--- src/rtl/trim_pkg.sv ---
package trim_pkg;
  typedef enum logic [2:0] {
    OP_NONE, OP_LOAD, OP_RECALL, OP_RECALL_ALL, OP_PROG, OP_WEN, OP_WDIS, OP_FETCH
  } trim_op_e;

  typedef enum logic [2:0] {
    S_IDLE, S_REC_ONE, S_REC_ALL, S_FETCH, S_HOLD
  } trim_state_e;
endpackage

--- src/rtl/trim_cmd_decode.sv ---
module trim_cmd_decode #(
  parameter int NUM_CH = 12,
  parameter int CHW    = 4
) (
  input  logic            op_hi,
  input  logic            op_lo,
  input  logic [CHW-1:0]  chan,
  output trim_pkg::trim_op_e op
);
  import trim_pkg::*;
  logic in_range;
  assign in_range = (chan != '0) && (chan <= CHW'(NUM_CH));

  always_comb begin
    op = OP_NONE;
    case ({op_hi, op_lo})
      2'b00: if (in_range) op = OP_LOAD;
      2'b10: begin
        if (chan == '0) op = OP_RECALL_ALL;
        else if (in_range) op = OP_RECALL;
      end
      2'b01: if (in_range) op = OP_PROG;
      default: begin
        if (chan == '0) op = OP_WEN;
        else if (chan == '1) op = OP_WDIS;
        else if (in_range) op = OP_FETCH;
      end
    endcase
  end
endmodule

--- src/rtl/trim_dac_regs.sv ---
module trim_dac_regs #(
  parameter int NUM_CH = 12,
  parameter int DW     = 8,
  parameter int CHW    = 4
) (
  input  logic                 clk,
  input  logic                 rst_n,
  input  logic                 wr_en,
  input  logic [CHW-1:0]       wr_chan,
  input  logic [DW-1:0]        wr_data,
  output logic [NUM_CH*DW-1:0] codes
);
  for (genvar g = 0; g < NUM_CH; g++) begin : g_ch
    logic [DW-1:0] code_q;
    always_ff @(posedge clk) begin
      if (!rst_n) code_q <= '0;
      else if (wr_en && wr_chan == CHW'(g + 1)) code_q <= wr_data;
    end
    assign codes[g*DW +: DW] = code_q;
  end
endmodule

--- src/rtl/trim_wen_latch.sv ---
module trim_wen_latch (
  input  logic clk,
  input  logic rst_n,
  input  logic set_i,
  input  logic clr_i,
  output logic q
);
  always_ff @(posedge clk) begin
    if (!rst_n) q <= 1'b0;
    else if (clr_i) q <= 1'b0;
    else if (set_i) q <= 1'b1;
  end
endmodule

--- src/rtl/trim_cmd_decoder.sv ---
module trim_cmd_decoder #(
  parameter int NUM_CH = 12,
  parameter int DW     = 8,
  parameter int CHW    = 4,
  parameter int BANKW  = 2,
  localparam int CMDW  = BANKW + 2 + CHW + DW
) (
  input  logic                 clk,
  input  logic                 rst_n,
  input  logic                 sel,
  input  logic [BANKW-1:0]     ext_bank,
  input  logic                 preset_load,
  input  logic                 cmd_valid,
  output logic                 cmd_ready,
  input  logic [CMDW-1:0]      cmd_word,
  output logic                 mem_req,
  output logic                 mem_we,
  output logic [BANKW-1:0]     mem_bank,
  output logic [CHW-1:0]       mem_chan,
  output logic [DW-1:0]        mem_wdata,
  input  logic                 mem_busy,
  input  logic                 mem_rvalid,
  input  logic [DW-1:0]        mem_rdata,
  output logic                 rd_valid,
  input  logic                 rd_ready,
  output logic [DW-1:0]        rd_data,
  output logic [NUM_CH*DW-1:0] dac_out
);
  import trim_pkg::*;

  trim_state_e     state;
  trim_op_e        op;
  logic            seq_idle, accept, live, preset_go, wen_q;
  logic [BANKW-1:0] f_bank, use_bank;
  logic [CHW-1:0]  f_chan;
  logic [DW-1:0]   f_data;
  logic            dac_we;
  logic [CHW-1:0]  dac_chan;
  logic [DW-1:0]   dac_data;

  assign f_bank    = cmd_word[CMDW-1 -: BANKW];
  assign f_chan    = cmd_word[DW +: CHW];
  assign f_data    = cmd_word[DW-1:0];
  assign use_bank  = sel ? f_bank : ext_bank;

  assign seq_idle  = (state == S_IDLE);
  assign cmd_ready = seq_idle && !preset_load;
  assign accept    = cmd_valid && cmd_ready;
  assign live      = accept && !mem_busy;
  assign preset_go = preset_load && seq_idle;

  trim_cmd_decode #(.NUM_CH(NUM_CH), .CHW(CHW)) u_dec (
    .op_hi(cmd_word[CHW+DW+1]), .op_lo(cmd_word[CHW+DW]), .chan(f_chan), .op(op)
  );

  trim_wen_latch u_wen (
    .clk(clk), .rst_n(rst_n),
    .set_i(live && op == OP_WEN),
    .clr_i(preset_go || (live && op == OP_WDIS)),
    .q(wen_q)
  );

  always_comb begin
    if (live && op == OP_LOAD) begin
      dac_we = 1'b1; dac_chan = f_chan; dac_data = f_data;
    end else begin
      dac_we   = mem_rvalid && (state == S_REC_ONE || state == S_REC_ALL);
      dac_chan = mem_chan;
      dac_data = mem_rdata;
    end
  end

  trim_dac_regs #(.NUM_CH(NUM_CH), .DW(DW), .CHW(CHW)) u_regs (
    .clk(clk), .rst_n(rst_n), .wr_en(dac_we), .wr_chan(dac_chan),
    .wr_data(dac_data), .codes(dac_out)
  );

  always_ff @(posedge clk) begin
    if (!rst_n) begin
      state     <= S_IDLE;
      mem_req   <= 1'b0;
      mem_we    <= 1'b0;
      mem_bank  <= '0;
      mem_chan  <= '0;
      mem_wdata <= '0;
      rd_valid  <= 1'b0;
      rd_data   <= '0;
    end else begin
      mem_req <= 1'b0;
      mem_we  <= 1'b0;
      case (state)
        S_IDLE: begin
          if (preset_go) begin
            mem_req  <= 1'b1;
            mem_bank <= ext_bank;
            mem_chan <= CHW'(1);
            state    <= S_REC_ALL;
          end else if (live) begin
            case (op)
              OP_RECALL: begin
                mem_req <= 1'b1; mem_bank <= use_bank; mem_chan <= f_chan;
                state   <= S_REC_ONE;
              end
              OP_RECALL_ALL: begin
                mem_req <= 1'b1; mem_bank <= use_bank; mem_chan <= CHW'(1);
                state   <= S_REC_ALL;
              end
              OP_PROG: if (wen_q) begin
                mem_req <= 1'b1; mem_we <= 1'b1; mem_bank <= use_bank;
                mem_chan <= f_chan; mem_wdata <= f_data;
              end
              OP_FETCH: begin
                mem_req <= 1'b1; mem_bank <= use_bank; mem_chan <= f_chan;
                state   <= S_FETCH;
              end
              default: ;
            endcase
          end
        end
        S_REC_ONE: if (mem_rvalid) state <= S_IDLE;
        S_REC_ALL: if (mem_rvalid) begin
          if (mem_chan == CHW'(NUM_CH)) state <= S_IDLE;
          else begin
            mem_req  <= 1'b1;
            mem_chan <= mem_chan + 1'b1;
          end
        end
        S_FETCH: if (mem_rvalid) begin
          rd_data  <= mem_rdata;
          rd_valid <= 1'b1;
          state    <= S_HOLD;
        end
        S_HOLD: if (rd_ready) begin
          rd_valid <= 1'b0;
          state    <= S_IDLE;
        end
        default: state <= S_IDLE;
      endcase
    end
  end
endmodule

--- config.mk ---
export PLATFORM = sky130hd
export DESIGN_NAME = trim_cmd_decoder
export DESIGN_NICKNAME = d
export VERILOG_FILES = /design/src/rtl/trim_pkg.sv /design/src/rtl/trim_cmd_decode.sv /design/src/rtl/trim_dac_regs.sv /design/src/rtl/trim_wen_latch.sv /design/src/rtl/trim_cmd_decoder.sv
export SDC_FILE = /design/constraint.sdc
export NUM_CORES = 1
export LEC_CHECK = 0
export ABC_AREA = 1
export ABC_CLOCK_PERIOD_IN_PS = 5730
export BUFFER_PORTS_ARGS = -buffer_cell sky130_fd_sc_hd__buf_4
export CAP_MARGIN = 20
export CORE_ASPECT_RATIO = 0.7
export CORE_MARGIN = 2
export CORE_UTILIZATION = 51
export CTS_BUF_LIST = sky130_fd_sc_hd__clkbuf_8 sky130_fd_sc_hd__clkbuf_16
export DETAILED_ROUTE_END_ITERATION = 10
export PLACE_DENSITY = 0.78
export RECOVER_POWER = 100
export SYNTH_ARGS = -nofsm -noshare
export SYNTH_HDL_FRONTEND = slang
export SYNTH_SLANG_ARGS = --single-unit
--- constraint.sdc ---
create_clock -name clk -period 5.73 [get_ports clk]
set_input_delay 0.573 -clock clk [delete_from_list [all_inputs] [get_ports clk]]
set_output_delay 0.573 -clock clk [all_outputs]
set_load 0.05 [all_outputs]
==> flow_summary_export.csv <==
group,metric,value,unit
synthesis,ys_seq_elements,125,
min_path,min_to,"mem_wdata[6]",
min_path,min-delay-start,"cmd_word[6]",
detailed_routing,wirelength,15.9,mm
place,gp_congestion,0.929,
pwr,switchingPower,1040,µW
grt,busiest_layer,"met1",
pwr,switching_share,35.6,%
layout,area_growth,23.3,%
grt,grt_pass1_wl,25.6,mm
critical_path,path_common_cell,"nor2_1",
pwr,ir_drop,0.251,mV
detailed_routing,drtAntennaViolNets,0,
timing,tns,0,ps
critical_path,crit_start,"state[0]",
clock_tree,cts_made_buffers,17,
critical_path,path_buf_inv,1,
layout,antennaDiodeCount,0,
clock_tree,clockBufferDepth,2,
critical_path,cp_max_fo,25,
critical_path,r2r_cells,11,
grt,use_met2,38.6,%
clock_tree,cts_htree_levels,4,
critical_path,worst_ep_required_time,6060,ps
timing,setup_viol,0,
detailed_routing,drc_errors,0,
status,violations,"capacitance limit, slew limit",
clock_tree,cts_resized,0,
critical_path,worstSetupPathType,"reg2reg",
critical_path,cpMaxStageDelayCell,"nor2_2",
timing,hold_slack,410,ps
min_path,hold_path.class,"in2reg",
critical_path,reg2reg_to,"u_regs.g_ch[9].code_q[3]",
detailed_routing,wire_per_inst,13.9,µm
critical_path,crit_arrival,4290,ps
critical_path,max_stage_delay,820,ps
timing,slew_violations,87,
status,outcome,"finished with violations",
timing,fmax,0.253,GHz
layout,stdcell_count,1139,
timing,fin_crit,3960,ps
pwr,pwr-share-seq,33.8,%
synthesis,synthCells,829,
layout,final_common_cell,"nor2_1",
floorplanning,fp.dieH,92.0,µm
detailed_routing,vias,5772,
pwr,pwr-share-clk,40.5,%
timing,fin_crit_sh,69.0,%
min_path,min_path_cells,3,
floorplanning,io-pin-count,156,
timing,clock_skew,4.65,ps
floorplanning,die_area,0.0119,mm²
grt,gr-total-overflow,0,
timing,worst_slew_pin_slew,3480,ps
synthesis,yosys_warnings,0,
pwr,powerDensity,420,mW/mm²
critical_path,end_kind,"register",
clock_tree,insertion_delay,410,ps
layout,final_cell_mix,"219 x nor2_1, 167 x nand2_1, 125 x dfxtp_1",
synthesis,syn_nets,865,
clock_tree,cts_setup_buffers,0,
timing,slew-limit-headroom,-132,%
critical_path,path_cells,"nor2_1, nand3_1, nor2_1, nand3_1, nand2_1, nand2_1, nor2_2, inv_1, nor2_1, nor2_1, nor2_1",
grt,grt_pass1_vias,5012,
floorplanning,coreArea,0.0109,mm²
synthesis,synth.cell_area,0.00565,mm²
layout,drive_gt1_share,8.92,%
place,dp_slack,2650,ps
critical_path,r2r_slack,1770,ps
pwr,power_frac_comb,25.7,%
pwr,finalPower,2920,µW
grt,use_met1,41.9,%
synthesis,yosysUniqueCellTypes,30,
floorplanning,die_x,130,µm
pwr,internal-power,1880,µW
synthesis,syn_area_per_cell,6.81,µm²
critical_path,r2r-start,"state[0]",
synthesis,synth-seq-area-share,44.3,%
clock_tree,cts_tree,"yes",
place,dpl.hpwl,10.7,mm
grt,track_usage,27.3,%
detailed_routing,detail_route.vias_per_cell,5.07,
grt,grt_max_degree,87,
timing,rsz0062_at_grt,"false",
place,dp.cells,1107,
run,cap_violations,1,
floorplanning,placementRows,32,
pwr,leakagePower,0.00295,µW
floorplanning,start_util,51.9,%
clock_tree,cts_sinks,125,
critical_path,path_delay_family,"simple AND/OR/NAND/NOR gates",
layout,final_nets,1009,
grt,antenna_found_initial,0,
detailed_routing,dr.pass1.iters,6,
timing,final_hold_viol_count,0,
layout,fill_cells,1123,
clock_tree,cts.clk_slew.worst_paths,60,ps
clock_tree,cts_hold_buffers,0,
critical_path,start_kind,"register",
detailed_routing,drtIter0Drc,528,
place,port_buffers,155,
clock_tree,root_buffer,"clkbuf_16",
timing,fin_ws,1770,ps
grt,grtUsageMet3,6.07,%
[state kept, by name, summed over array words and instances (netlist names)]
signal              cells
rd_data                 8
mem_we                  1
u_regs.g_ch.code_q     96
rd_valid                1
mem_chan                4
mem_req                 1
mem_bank                2
mem_wdata               8
u_wen.q                 1
state                   3
[cell usage after synthesis (all sizes together)]
master    n  share of area (%)
nor3      5               0.62
nand3   115                 11
xnor2     1               0.16
a31oi     1               0.11
o31ai     2               0.27
nand2   168                 11
clkbuf   14               0.93
o211ai    2               0.27
buf      27                2.4
a21o      1               0.13
dfxtp   125                 44
nand4     5               0.55
mux2      2               0.40
nand3b    2               0.27
o22ai     2               0.22
ha        2               0.44
nor2    228                 17
a21oi    24                2.1
inv      67                4.5
o21ai    36                3.2
[final cells by class]
cell class / count / area [µm²] / share of cell area (%)
clock buffers: 18 / 439 / 6.30
clock inverters: 14 / 215 / 3.09
inverters: 67 / 251 / 3.61
multi-input cells: 596 / 2590 / 37.1
flip-flops and latches: 125 / 2500 / 35.9
well taps: 153 / 191 / 2.75
repair buffers: 166 / 781 / 11.2
[worst max path at each step]
| stage | end | slack [ps] | cells after the start |
|---|---|---|---|
| floorplan | u_regs.g_ch[0].code_q[4] | 3620 | 13 |
| global placement | u_regs.g_ch[9].code_q[2] | 2680 | 12 |
| global route | u_regs.g_ch[2].code_q[5] | 1440 | 11 |
| CTS | u_regs.g_ch[9].code_q[3] | 2840 | 11 |
| detailed placement | u_regs.g_ch[9].code_q[3] | 2650 | 12 |
| finish | u_regs.g_ch[9].code_q[3] | 1770 | 11 |
[power groups by stage]
| stage | logic (µW) | registers, µW | clock network (µW) |
|---|---|---|---|
| 3_3_place_gp | 820 | 1010 | 0 |
| 2_1_floorplan | 409 | 1210 | 0 |
| 5_1_grt | 823 | 994 | 1240 |
| 6_report | 753 | 987 | 1180 |
| 4_1_cts | 827 | 990 | 1190 |
| 3_5_place_dp | 824 | 1010 | 0 |
[worst reg2reg max path: stages, from the launching register on]
cell     delay, ps
dfxtp_1        350
nor2_1         250
nand3_1        190
nor2_1         540
nand3_1        420
nand2_1        150
nand2_1        110
nor2_2         820
inv_1          210
nor2_1         590
nor2_1         120
nor2_1         140
[cell families after synthesis]
group / after synthesis / share of synthesized area (%)
muxes: 2 / 0.399
AOI/OAI and AO/OA: 68 / 6.31
xor gates and xnor gates: 1 / 0.155
buffers and inverters: 108 / 7.82
adders and majority gates: 2 / 0.443
and+or+nand+nor: 523 / 40.6
DFF: 125 / 44.3
[routing by layer]
metal  routed length [µm]  share of wire (%)
met3                 1420                8.9
met2                 6400                 40
met5                    0                  0
met1                 7870                 50
met4                  174                1.1
[per-stage QoR]
step	instance area [µm²]	util, %
final	6970	64.0
after global routing	6970	64.0
after CTS	7550	69.3
after detailed placement	6900	63.3
after global placement	6900	63.3
after floorplan	5650	-
Power figures use the tool's default switching activity.
